File: src/rtl/brom_pkg.sv
`timescale 1ns/1ps
package brom_pkg;

    localparam int unsigned BLEN_W     = 2;
    localparam int unsigned BCYC_W     = 3;
    localparam int unsigned IWAIT_W    = 3;
    localparam int unsigned MAX_STATES = 3 + (2**IWAIT_W - 1);
    localparam int unsigned CNT_W      = $clog2(MAX_STATES);
    localparam int unsigned MAX_WORDS  = 4 << (2**BLEN_W - 1);
    localparam int unsigned WRAP_W     = $clog2(MAX_WORDS);
    localparam int unsigned BEAT_W     = $clog2(MAX_WORDS + 1);

    typedef enum logic [1:0] {
        ST_IDLE  = 2'd0,
        ST_INIT  = 2'd1,
        ST_BURST = 2'd2,
        ST_HOLD  = 2'd3
    } seq_state_e;

    typedef struct packed {
        logic               burst_en;
        logic [BLEN_W-1:0]  blen;
        logic [BCYC_W-1:0]  bcyc;
        logic               init_long;
        logic [IWAIT_W-1:0] iwait;
    } region_cfg_t;

    // Timer load for a full access: state count minus one.
    function automatic logic [CNT_W-1:0] init_load(region_cfg_t c);
        return CNT_W'(c.init_long ? 2 : 1) + CNT_W'(c.iwait);
    endfunction

    function automatic logic [BEAT_W-1:0] burst_words(logic [BLEN_W-1:0] code);
        return BEAT_W'(4) << code;
    endfunction

    function automatic logic [WRAP_W-1:0] wrap_mask(logic [BLEN_W-1:0] code);
        logic [BEAT_W-1:0] w;
        w = burst_words(code) - BEAT_W'(1);
        return w[WRAP_W-1:0];
    endfunction

endpackage

File: src/rtl/brom_region_dec.sv
`timescale 1ns/1ps
module brom_region_dec
    import brom_pkg::*;
#(
    parameter int unsigned NREG        = 2,
    parameter int unsigned OTHER_WAITS = 1,
    localparam int unsigned SELW       = $clog2(NREG) + 1
) (
    input  logic [SELW-1:0]         sel_bits,
    input  region_cfg_t [NREG-1:0]  cfg_arr,
    output region_cfg_t             sel_cfg,
    output logic                    burst_area
);

    localparam region_cfg_t OTHER_CFG = '{
        burst_en:  1'b0,
        blen:      '0,
        bcyc:      '0,
        init_long: 1'b0,
        iwait:     IWAIT_W'(OTHER_WAITS)
    };

    logic [NREG-1:0] match;

    for (genvar g = 0; g < NREG; g++) begin : g_match
        assign match[g] = (sel_bits == SELW'(g));
    end

    always_comb begin
        sel_cfg    = OTHER_CFG;
        burst_area = 1'b0;
        for (int i = 0; i < NREG; i++) begin
            if (match[i]) begin
                sel_cfg    = cfg_arr[i];
                burst_area = 1'b1;
            end
        end
    end

endmodule

File: src/rtl/brom_addr_step.sv
`timescale 1ns/1ps
module brom_addr_step
    import brom_pkg::*;
#(
    parameter int unsigned AW = 16
) (
    input  logic [AW-1:0]     base,
    input  logic [BLEN_W-1:0] len_code,
    output logic [AW-1:0]     next
);

    logic [WRAP_W-1:0] low, inc, msk, nlow;

    always_comb begin
        low  = base[WRAP_W-1:0];
        inc  = low + WRAP_W'(1);
        msk  = wrap_mask(len_code);
        nlow = (low & ~msk) | (inc & msk);
        next = {base[AW-1:WRAP_W], nlow};
    end

endmodule

File: src/rtl/brom_cycle_timer.sv
`timescale 1ns/1ps
module brom_cycle_timer #(
    parameter int unsigned CW = 4
) (
    input  logic          clk,
    input  logic          rst,
    input  logic          load,
    input  logic [CW-1:0] load_val,
    input  logic          run,
    input  logic          wait_en,
    input  logic          ext_wait,
    output logic          done,
    output logic [CW-1:0] remain
);

    logic [CW-1:0] cnt;

    always_ff @(posedge clk) begin
        if (rst) begin
            cnt <= '0;
        end else if (load) begin
            cnt <= load_val;
        end else if (run && cnt != '0) begin
            cnt <= cnt - 1'b1;
        end
    end

    assign done   = run && (cnt == '0) && !(wait_en && ext_wait);
    assign remain = cnt;

    // outside wait-capable cycles the count falls every state, wait or not
    a_r5_no_stretch: assert property (@(posedge clk) disable iff (rst)
        (run && !wait_en && !load && cnt != '0) |=> (cnt == $past(cnt) - 1'b1));

endmodule

File: src/rtl/brom_seq.sv
`timescale 1ns/1ps
module brom_seq
    import brom_pkg::*;
#(
    parameter int unsigned AW          = 16,
    parameter int unsigned DW          = 16,
    parameter int unsigned NREG        = 2,
    parameter int unsigned OTHER_WAITS = 1
) (
    input  logic                     clk,
    input  logic                     rst,
    input  logic                     cpu_req,
    input  logic                     cpu_rd,
    input  logic                     cpu_master,
    input  logic [AW-1:0]            cpu_addr,
    input  logic [DW-1:0]            cpu_wdata,
    output logic [DW-1:0]            cpu_rdata,
    output logic                     cpu_ready,
    input  logic [NREG-1:0]          cfg_burst_en,
    input  logic [NREG*BLEN_W-1:0]   cfg_burst_len,
    input  logic [NREG*BCYC_W-1:0]   cfg_burst_cyc,
    input  logic [NREG-1:0]          cfg_init_long,
    input  logic [NREG*IWAIT_W-1:0]  cfg_init_wait,
    output logic [AW-1:0]            mem_addr,
    output logic                     mem_cs_n,
    output logic                     mem_rd_n,
    output logic                     mem_wr_n,
    output logic [DW-1:0]            mem_wdata,
    input  logic [DW-1:0]            mem_rdata,
    input  logic                     mem_wait
);

    localparam int unsigned SELW = $clog2(NREG) + 1;

    region_cfg_t [NREG-1:0] cfg_arr;

    for (genvar g = 0; g < NREG; g++) begin : g_cfg
        assign cfg_arr[g] = '{
            burst_en:  cfg_burst_en[g],
            blen:      cfg_burst_len[g*BLEN_W +: BLEN_W],
            bcyc:      cfg_burst_cyc[g*BCYC_W +: BCYC_W],
            init_long: cfg_init_long[g],
            iwait:     cfg_init_wait[g*IWAIT_W +: IWAIT_W]
        };
    end

    seq_state_e         st;
    logic [AW-1:0]      acc_addr;
    logic               acc_rd;
    logic               acc_burst;
    logic [BLEN_W-1:0]  acc_blen;
    logic [BCYC_W-1:0]  acc_bcyc;
    logic [BEAT_W-1:0]  beats;
    logic [DW-1:0]      wdata_q;
    logic [DW-1:0]      rdata_q;
    logic               ready_q;

    region_cfg_t        sel_cfg;
    logic               burst_area;
    logic [AW-1:0]      next_addr;
    logic               accept, seq_hit;
    logic               tmr_run, tmr_wait_en, tmr_done;
    logic [CNT_W-1:0]   tmr_val, tmr_remain;

    brom_region_dec #(
        .NREG        (NREG),
        .OTHER_WAITS (OTHER_WAITS)
    ) u_dec (
        .sel_bits   (cpu_addr[AW-1 -: SELW]),
        .cfg_arr    (cfg_arr),
        .sel_cfg    (sel_cfg),
        .burst_area (burst_area)
    );

    brom_addr_step #(.AW(AW)) u_step (
        .base     (acc_addr),
        .len_code (acc_blen),
        .next     (next_addr)
    );

    assign accept  = cpu_req && (st == ST_IDLE || st == ST_HOLD);
    assign seq_hit = (st == ST_HOLD) && cpu_rd && cpu_master
                     && (cpu_addr == next_addr)
                     && (beats < burst_words(acc_blen));

    assign tmr_run     = (st == ST_INIT) || (st == ST_BURST);
    assign tmr_wait_en = (st == ST_INIT);
    assign tmr_val     = seq_hit ? CNT_W'(acc_bcyc) : init_load(sel_cfg);

    brom_cycle_timer #(.CW(CNT_W)) u_tmr (
        .clk      (clk),
        .rst      (rst),
        .load     (accept),
        .load_val (tmr_val),
        .run      (tmr_run),
        .wait_en  (tmr_wait_en),
        .ext_wait (mem_wait),
        .done     (tmr_done),
        .remain   (tmr_remain)
    );

    always_ff @(posedge clk) begin
        if (rst) begin
            st        <= ST_IDLE;
            acc_addr  <= '0;
            acc_rd    <= 1'b0;
            acc_burst <= 1'b0;
            acc_blen  <= '0;
            acc_bcyc  <= '0;
            beats     <= '0;
            wdata_q   <= '0;
            rdata_q   <= '0;
            ready_q   <= 1'b0;
        end else begin
            ready_q <= 1'b0;
            unique case (st)
                ST_IDLE, ST_HOLD: begin
                    if (accept && seq_hit) begin
                        st       <= ST_BURST;
                        acc_addr <= cpu_addr;
                        beats    <= beats + BEAT_W'(1);
                    end else if (accept) begin
                        st        <= ST_INIT;
                        acc_addr  <= cpu_addr;
                        acc_rd    <= cpu_rd;
                        acc_burst <= burst_area && sel_cfg.burst_en
                                     && cpu_rd && cpu_master;
                        acc_blen  <= sel_cfg.blen;
                        acc_bcyc  <= sel_cfg.bcyc;
                        beats     <= BEAT_W'(1);
                        wdata_q   <= cpu_wdata;
                    end else begin
                        st <= ST_IDLE;
                    end
                end
                ST_INIT, ST_BURST: begin
                    if (tmr_done) begin
                        ready_q <= 1'b1;
                        if (acc_rd) rdata_q <= mem_rdata;
                        st <= acc_burst ? ST_HOLD : ST_IDLE;
                    end
                end
                default: st <= ST_IDLE;
            endcase
        end
    end

    assign mem_addr  = acc_addr;
    assign mem_wdata = wdata_q;
    assign mem_cs_n  = (st == ST_IDLE);
    assign mem_rd_n  = !((st != ST_IDLE) && acc_rd);
    assign mem_wr_n  = !((st == ST_INIT) && !acc_rd);
    assign cpu_rdata = rdata_q;
    assign cpu_ready = ready_q;

    // Checker state: states spent in the current burst cycle
    logic [CNT_W-1:0] bctr;
    always_ff @(posedge clk) begin
        if (rst)                bctr <= '0;
        else if (st == ST_BURST) bctr <= bctr + 1'b1;
        else                    bctr <= '0;
    end

    // external wait in the last full-access state holds the access open
    a_r2_wait_extends: assert property (@(posedge clk) disable iff (rst)
        (st == ST_INIT && tmr_remain == '0 && mem_wait) |=> (st == ST_INIT && !cpu_ready));

    // ready is a single-cycle pulse
    a_r3_ready_pulse: assert property (@(posedge clk) disable iff (rst)
        cpu_ready |=> !cpu_ready);

    // a burst cycle spends exactly the configured number of states
    a_r5_burst_len: assert property (@(posedge clk) disable iff (rst)
        ($past(st) == ST_BURST && st != ST_BURST) |-> ($past(bctr) == CNT_W'(acc_bcyc)));

    // never more words than the burst length allows
    a_r6_word_limit: assert property (@(posedge clk) disable iff (rst)
        (st == ST_BURST) |-> (beats <= burst_words(acc_blen)));

    // a burst step keeps the address bits above the block
    a_r7_block_kept: assert property (@(posedge clk) disable iff (rst)
        ($past(st) == ST_HOLD && st == ST_BURST)
        |-> (((acc_addr ^ $past(acc_addr)) & ~AW'(wrap_mask(acc_blen))) == '0));

    // a gap in the ready cycle releases chip select
    a_r8_gap_release: assert property (@(posedge clk) disable iff (rst)
        (st == ST_HOLD && !cpu_req) |=> mem_cs_n);

    // an accepted write always starts a full single access
    a_r9_write_single: assert property (@(posedge clk) disable iff (rst)
        (cpu_req && !cpu_rd && (st == ST_IDLE || st == ST_HOLD)) |=> (st == ST_INIT));

endmodule

File: config.mk
export PLATFORM = sky130hd
export DESIGN_NAME = brom_seq
export DESIGN_NICKNAME = d
export VERILOG_FILES = /design/src/rtl/brom_pkg.sv /design/src/rtl/brom_region_dec.sv /design/src/rtl/brom_addr_step.sv /design/src/rtl/brom_cycle_timer.sv /design/src/rtl/brom_seq.sv
export SDC_FILE = /design/constraint.sdc
export NUM_CORES = 1
export LEC_CHECK = 0
export CAP_MARGIN = 20
export CORE_ASPECT_RATIO = 0.7
export CORE_UTILIZATION = 48
export CTS_BUF_LIST = sky130_fd_sc_hd__clkbuf_16
export DETAILED_ROUTE_END_ITERATION = 8
export GPL_ROUTABILITY_DRIVEN = 0
export PLACE_DENSITY_LB_ADDON = 0.3
export SYNTH_ARGS = -nofsm -noshare
export SYNTH_HDL_FRONTEND = slang
export SYNTH_SLANG_ARGS = --single-unit
File: constraint.sdc
create_clock -name clk -period 5.5 [get_ports clk]
set_input_delay 0.55 -clock clk [delete_from_list [all_inputs] [get_ports clk]]
set_output_delay 0.55 -clock clk [all_outputs]
set_load 0.1 [all_outputs]
==> reports/metrics.yaml, run 1 <==
clock_network:
  clockRootBuffer: "sky130_fd_sc_hd__clkbuf_16"
  ctsLongestPathBuffers: 2
  cts_stage_hold_buffer_count: 0
  post_cts_buffers: 0
  worst_skew_pair.late_latency_ns: 0.33
  cts.sink_count: 68
  clk_pin_slew_worst_paths_ns: 0.06
  cts_max_level: 3
  cts_tree: "yes"
  post_cts.resized_instances: 0
  tritoncts_buffers: 9
synth:
  synthesized_area_divided_by_synthesized_cell_count_um2: 8.26
  mappedNetlistArea_um2: 3450
  ys_ff_latch: 68
  synth.lib_cells_used.distinct: 49
  post-synth-top-area-fraction_pct: 39.5
  synth_top_cell_by_area: "sky130_fd_sc_hd__dfxtp_1"
  synth_enable_flop_cells: 0
  yosys_most_used_dff: "sky130_fd_sc_hd__dfxtp_1"
  synth.area.top_cells: "sky130_fd_sc_hd__dfxtp_1 (40%), sky130_fd_sc_hd__nand2_1 (13%), sky130_fd_sc_hd__mux2i_1 (7.6%), sky130_fd_sc_hd__a21oi_1 (5.8%), sky130_fd_sc_hd__ha_1 (4.7%)"
  yosys_warnings: 0
  asyncSetResetFlopFracSynth_pct: 0
  ys_seq_area_share_pct: 39.5
  syn_nets: 505
  syn-instance-count: 417
critical_path:
  data_arrival_time_at_the_worst_slack_endpoint_ns: 3.11
  worstPathRequired_ns: 5.67
  cp-start-kind: "input pin"
  criticalPathCategory: "in -> reg"
  timing.critical_path.to_type: "flip-flop"
  worst-path-max-fanout: 13
cells_and_area:
  commonest_non_fill_non_tap_cell_in_the_layout: "sky130_fd_sc_hd__clkdlybuf4s50_1"
  area_delta_synth_final_pct: 45.0
  fraction_of_final_layout_cells_sized_beyond_drive_strength_1_pct: 6.51
  num-nets-final: 622
  filler_free_cell_count_of_the_finished_design: 632
  diodes: 0
  layout.cells.most_common_list: "sky130_fd_sc_hd__clkdlybuf4s50_1 (124), sky130_fd_sc_hd__nand2_1 (120), sky130_fd_sc_hd__dfxtp_1 (68)"
  finish.utilization_pct: 72.9
  layout.cell_area.non_filler_um2: 4990
sta:
  clock.fmax_mhz: 340
  final_max_slew_viol_count: 0
  hold-worst-slack_ns: 0.454
  final.period_utilization_pct: 53.4
  finalClockSkew_ns: 0.00612
  hold_viol: 0
  rsz0062_at_grt: "false"
  finalCriticalPeriod_ns: 2.94
  final.setup.tns_ns: 0
  timing.max_slew.rel_slack_pct: 33.6
  final-setup-viol-count: 0
  worst_slew_pin_slew_ns: 0.993
  final_critical_path_setup_slack_ns: 2.56
floorplan:
  design.portCount: 126
  core_area_um2: 6850
  dieArea_um2: 7530
  placementRows: 25
  die_height_um: 72.9
  initial_utilization_pct: 50.3
  die_width_um: 103
routing:
  detail_route.wl_per_cell_um: 14.0
  first_drt_iteration_drcs: 148
  drt_drc_violations_left: 0
  drt-vias-per-instance: 5.24
  totalWireLength_um: 8850
  antenna_violating_nets_post_route: 0
  vias: 3310
  count_of_tritonroute_iterations_in_the_first_routing_pass: 4
job:
  drv_cap: 0
global_route:
  grt_pass1_wl_um: 14100
  most_crowded_layer_gr: "met2"
  grt_max_degree: 48
  grt_util_all_layers_pct: 24.3
  antenna_found_initial: 0
  grtUsageMet3_pct: 6.23
  globalRouteMet1Util_pct: 30.9
  groute.layer.met2.usage_pct: 40.4
  global_route.overflow_total: 0
  first_global_vias: 3111
place:
  port_buffers: 125
  placedCellCount: 617
  post_dp_cell_area_um2: 4740
  preCtsSetupSlack_ns: 2.24
  dp_hpwl_um: 6470
worst_hold_path:
  min-delay-path-class: "reg -> reg"
power:
  power_per_cell_area_nw_per_um2: 463
  ir_drop_uv: 227
  power.leakage_nw: 1.86
  report.power.total_mw: 2.31
status:
  result_of_the_run: "completed"
## metal layers
metal | wire [um] | share of wire [%]
met2 | 4070 | 46
met5 | 0 | 0
met4 | 146 | 1.7
met1 | 3980 | 45
met3 | 644 | 7.3
## worst max-delay path, stage by stage
cell                              delay [ns]
sky130_fd_sc_hd__clkdlybuf4s50_1        0.82
sky130_fd_sc_hd__mux2i_1                0.23
sky130_fd_sc_hd__or2_2                  0.17
sky130_fd_sc_hd__ha_1                   0.16
sky130_fd_sc_hd__inv_1                  0.05
sky130_fd_sc_hd__fa_1                   0.37
sky130_fd_sc_hd__or3_1                  0.39
sky130_fd_sc_hd__o2111ai_1              0.11
sky130_fd_sc_hd__o2bb2ai_1              0.15
sky130_fd_sc_hd__a31oi_1                0.10
## kinds of logic after synthesis
| family | after synthesis | synth area share, % |
|---|---|---|
| XOR/XNOR | 19 | 4.83 |
| adder cells (fa/ha/maj) | 14 | 5.30 |
| multiplexers | 32 | 9.51 |
| AO/OA/AOI/OAI | 71 | 12.9 |
| buffers and inverters | 33 | 4.03 |
| AND/OR/NAND/NOR | 180 | 23.9 |
| flip-flops | 68 | 39.5 |
## final cells by class
| type | instances | area, um2 |
|---|---|---|
| Multi-Input combinational cell | 316 | 1950 |
| Fill cell | 558 | 1860 |
| Sequential cell | 68 | 1360 |
| Timing Repair Buffer | 128 | 1270 |
| Clock buffer | 9 | 225 |
| Tap cell | 94 | 118 |
| Inverter | 11 | 41.3 |
| Clock inverter | 6 | 32.5 |
## power by group
group / internal [mW] / switching [mW] / total [mW] / leakage, nW
sequential: 0.581 / 0.0651 / 0.646 / 0.555
clock: 0.298 / 0.199 / 0.497 / 0.132
combinational: 0.345 / 0.826 / 1.17 / 1.18
## state kept, by name, summed over array words and instances, names as in the netlist
| name | flops |
|---|---|
| acc_bcyc | 3 |
| acc_blen | 2 |
| acc_burst | 1 |
| acc_rd | 1 |
| beats | 6 |
| cpu_rdata | 16 |
| cpu_ready | 1 |
| mem_addr | 16 |
| mem_wdata | 16 |
| st | 2 |
| u_tmr.remain | 4 |
## path summary, 6_finish.rpt
check	startpoint	endpoint	slack (ns)	cells past startpoint
max reg2reg	mem_addr[0]$_SDFFE_PP0P_	u_tmr.remain[0]$_SDFFE_PP0P_	2.96	6
max	cpu_addr[14]	u_tmr.remain[2]$_SDFFE_PP0P_	2.56	10
min reg2reg	cpu_rdata[6]$_SDFFE_PP0P_	cpu_rdata[6]$_SDFFE_PP0P_	0.45	2
min	cpu_rdata[6]$_SDFFE_PP0P_	cpu_rdata[6]$_SDFFE_PP0P_	0.45	2
## cells in the mapped netlist (all sizes together), types with 4 or more instances
| cell | n |
|---|---|
| a21oi | 40 |
| buf | 4 |
| clkbuf | 18 |
| dfxtp | 68 |
| ha | 13 |
| inv | 11 |
| mux2 | 6 |
| mux2i | 26 |
| nand2 | 120 |
| nand2b | 5 |
| nand3 | 9 |
| nand4 | 14 |
| nor2 | 8 |
| o21a | 4 |
| o21ai | 9 |
| or3 | 4 |
| xnor2 | 15 |
| xor2 | 4 |
Power figures use the tool's default switching activity.
==> inputs of run 2 (changes only) <==
--- a/config.mk
+++ b/config.mk
@@ -7,7 +7,7 @@
 export LEC_CHECK = 0
 export CAP_MARGIN = 20
 export CORE_ASPECT_RATIO = 0.7
-export CORE_UTILIZATION = 48
+export CORE_UTILIZATION = 45
 export CTS_BUF_LIST = sky130_fd_sc_hd__clkbuf_16
 export DETAILED_ROUTE_END_ITERATION = 8
 export GPL_ROUTABILITY_DRIVEN = 0
==> constraint.sdc (replaced) <==
create_clock -name clk -period 2.9 [get_ports clk]
set_input_delay 0.29 -clock clk [delete_from_list [all_inputs] [get_ports clk]]
set_output_delay 0.29 -clock clk [all_outputs]
set_load 0.1 [all_outputs]
==> run 2 against run 1 <==
- routed wire length rose by 1.3%
- highest routed layer unchanged
- critical path type is now reg -> reg
- clock skew barely moved
- core utilization fell by 4.5 points
==> reports/metrics.yaml, run 2 (synthesis results as in run 1) <==
power:
  pwr-share-clk_pct: 25.6  # +4.1 points
  combinational_group_share_of_total_power_pct: 47.8  # -2.8 points
  p_sw_share_pct: 45.7  # -1.4 points
  power_per_cell_area_nw_per_um2: 920  # +99%
  share_seq_of_total_power_pct: 26.6  # -1.3 points
  power_report.internal_total_mw: 2.51  # +110%
  power.leakage_nw: 2.04  # +9.3%
  total_switching_power_mw: 2.12  # +94%
  report.power.total_mw: 4.63  # +100%
  ir_drop_uv: 536  # +140%
routing:
  vias: 3390  # +2.4%
  first_drt_iteration_drcs: 219  # +48%
  count_of_tritonroute_iterations_in_the_first_routing_pass: 6  # +2
  antenna_violating_nets_post_route: 0  # unchanged
  detail_route.wl_per_cell_um: 13.8  # -1.3%
  totalWireLength_um: 8960  # +1.3%
  drt-vias-per-instance: 5.22  # -0.27%
  drt_drc_violations_left: 0  # unchanged
critical_path:
  crit_path_top_delay_cell: "sky130_fd_sc_hd__or4_4"
  slowest_delay_ns: 0.44  # -0.38 ns
  timing.critical_path.mode_cell: "sky130_fd_sc_hd__nand2_1"
  worstPathRequired_ns: 3.11  # -2.56 ns
  r2r_depth: 8  # +2
  critical-path-top-delay-family: "simple AND/OR/NAND/NOR gates"
  reg2reg_slack_ns: 0.47  # -2.49 ns
  worst-path-max-fanout: 21  # +8
  data_arrival_time_at_the_worst_slack_endpoint_ns: 2.63  # -0.48 ns
  timing.critical_path.to_type: "flip-flop"
  criticalPathCategory: "reg -> reg"
  cp-start-kind: "flip-flop"
  crit_path_start: "acc_blen[1]$_SDFFE_PP0P_"
  critical_path.reg2reg.startpoint: "acc_blen[1]$_SDFFE_PP0P_"
  cp_num_buf_inv: 1  # -1
  timing.critical_path.cells: "nand2_1 > ha_1 > and4b_1 > nand2_1 > or4_4 > o31a_1 > buf_4 > mux2i_1"
  worstReg2RegEnd: "mem_wdata[3]$_SDFFE_PP0P_"
floorplan:
  placementRows: 26  # +4.0%
  core_area_um2: 7350  # +7.3%
  die_height_um: 75.2  # +3.2%
  die_width_um: 107  # +3.2%
  initial_utilization_pct: 46.9  # -3.4 points
  dieArea_um2: 8020  # +6.5%
  design.portCount: 126  # unchanged
place:
  placedCellCount: 633  # +2.6%
  dp_hpwl_um: 6660  # +3.0%
  port_buffers: 125  # unchanged
sta:
  hold_viol: 0  # unchanged
  final-setup-viol-count: 0  # unchanged
  final_max_slew_viol_count: 0  # unchanged
  finalClockSkew_ns: 0.00589  # -0.000233 ns
  rsz0062_at_grt: "false"
  worst_slew_pin_slew_ns: 0.704  # -0.290 ns
  final.setup.tns_ns: 0  # unchanged
  finalCriticalPeriod_ns: 2.43
  final.period_utilization_pct: 83.6
  clock.fmax_mhz: 412
  timing.max_slew.rel_slack_pct: 53.0  # +19 points
worst_hold_path:
  min-delay-path-class: "reg -> reg"
  cell_depth_of_the_worst_hold_path: 2  # unchanged
  hold_path_startpoint: "mem_wdata[9]$_SDFFE_PP0P_"
  hold-path-endpoint: "mem_wdata[9]$_SDFFE_PP0P_"
global_route:
  grt_util_all_layers_pct: 22.7  # -1.7 points
  grt_max_degree: 47  # -2.1%
  first_global_vias: 3061  # -1.6%
  antenna_found_initial: 0  # unchanged
  global_route.overflow_total: 0  # unchanged
  grt_pass1_wl_um: 14100  # unchanged
clock_network:
  worst_skew_pair.late_latency_ns: 0.33  # about the same
  cts_stage_hold_buffer_count: 0  # unchanged
  post_cts.resized_instances: 0  # unchanged
  clockRootBuffer: "sky130_fd_sc_hd__clkbuf_16"
  cts_tree: "yes"
  tritoncts_buffers: 9  # unchanged
  cts.sink_count: 68  # unchanged
  post_cts_buffers: 0  # unchanged
  ctsLongestPathBuffers: 2  # unchanged
  clk_pin_slew_worst_paths_ns: 0.06  # about the same
  cts_max_level: 3  # unchanged
cells_and_area:
  area_delta_synth_final_pct: 45.9
  filler_free_cell_count_of_the_finished_design: 649  # +2.7%
  layout.cells.most_common_list: "sky130_fd_sc_hd__nand2_1 (120), sky130_fd_sc_hd__clkdlybuf4s50_1 (72), sky130_fd_sc_hd__dfxtp_1 (67), sky130_fd_sc_hd__buf_4 (67), sky130_fd_sc_hd__a21oi_1 (40)"
  commonest_non_fill_non_tap_cell_in_the_layout: "sky130_fd_sc_hd__nand2_1"
  num-nets-final: 634  # +1.9%
  fraction_of_final_layout_cells_sized_beyond_drive_strength_1_pct: 18.5  # +12 points
  nFillCells: 617  # +11%
  diodes: 0  # unchanged
status:
  result_of_the_run: "completed"
job:
  drv_cap: 0  # unchanged
==> run 2: cell types whose count changed in the layout (fill, tap and decap cells not counted), sizes merged <==
cell and delta:
inv +1, bufinv +2, clkdlybuf4s50 -52, buf +64, clkinv -3, clkinvlp +1
==> run 2: power groups by stage <==
stage | logic [mW] | registers [mW] | clock network, mW
2_1_floorplan | 0.910 | 2.01 | 0
3_3_place_gp | 2.17 | 1.24 | 0
3_5_place_dp | 2.21 | 1.25 | 0
4_1_cts | 2.21 | 1.23 | 1.21
5_1_grt | 2.35 | 1.25 | 1.25
6_report | 2.21 | 1.23 | 1.18
==> run 2: final cells by class <==
cell class / instances / area [um2] / share of cell area [%]
Inverter: 11 / 41.3 / 0.821
Multi-Input combinational cell: 316 / 1950 / 38.8
Clock buffer: 9 / 225 / 4.48
Timing Repair Buffer: 140 / 1230 / 24.4
Tap cell: 98 / 123 / 2.44
Clock inverter: 7 / 98.8 / 1.97
Sequential cell: 68 / 1360 / 27.1
==> run 2: worst reg2reg max path, stage by stage, from the launching register on <==
cell                      delay [ns]
sky130_fd_sc_hd__dfxtp_1        0.43
sky130_fd_sc_hd__nand2_1        0.13
sky130_fd_sc_hd__ha_1           0.20
sky130_fd_sc_hd__and4b_1        0.31
sky130_fd_sc_hd__nand2_1        0.07
sky130_fd_sc_hd__or4_4          0.44
sky130_fd_sc_hd__o31a_1         0.31
sky130_fd_sc_hd__buf_4          0.25
sky130_fd_sc_hd__mux2i_1        0.17
==> run 2: worst max path at each step <==
stage,end,cells after the start
finish,mem_wdata[3]$_SDFFE_PP0P_,8
global route,mem_wdata[13]$_SDFFE_PP0P_,8
CTS,mem_wdata[3]$_SDFFE_PP0P_,8
detailed placement,u_tmr.remain[1]$_SDFFE_PP0P_,9
global placement,u_tmr.remain[1]$_SDFFE_PP0P_,9
floorplan,mem_wdata[10]$_SDFFE_PP0P_,7
==> run 2: per-stage QoR <==
step / cell area [um2] / util [%] / worst slack, ns / hold slack (ns)
after CTS: 5030 / 68.4 / 0.455 / 0.457
after detailed placement: 4700 / 64.0 / 0.202 / 0.448
final: 5030 / 68.4 / 0.474 / 0.455
after global routing: 5030 / 68.4 / 0.323 / 0.476
after floorplan: 3450 / - / 0.0165 / 0.419
after global placement: 4700 / 64.0 / 0.253 / 0.442
==> run 2: per-layer routing <==
layer  global-route usage, %  vias up  routed length (um)
li1                        -     1690                   -
met1                    29.7     1555                4200
met2                    35.4      130                3910
met3                    7.71       15                 698
met4                    7.46        0                 146
met5                       0        -                   0
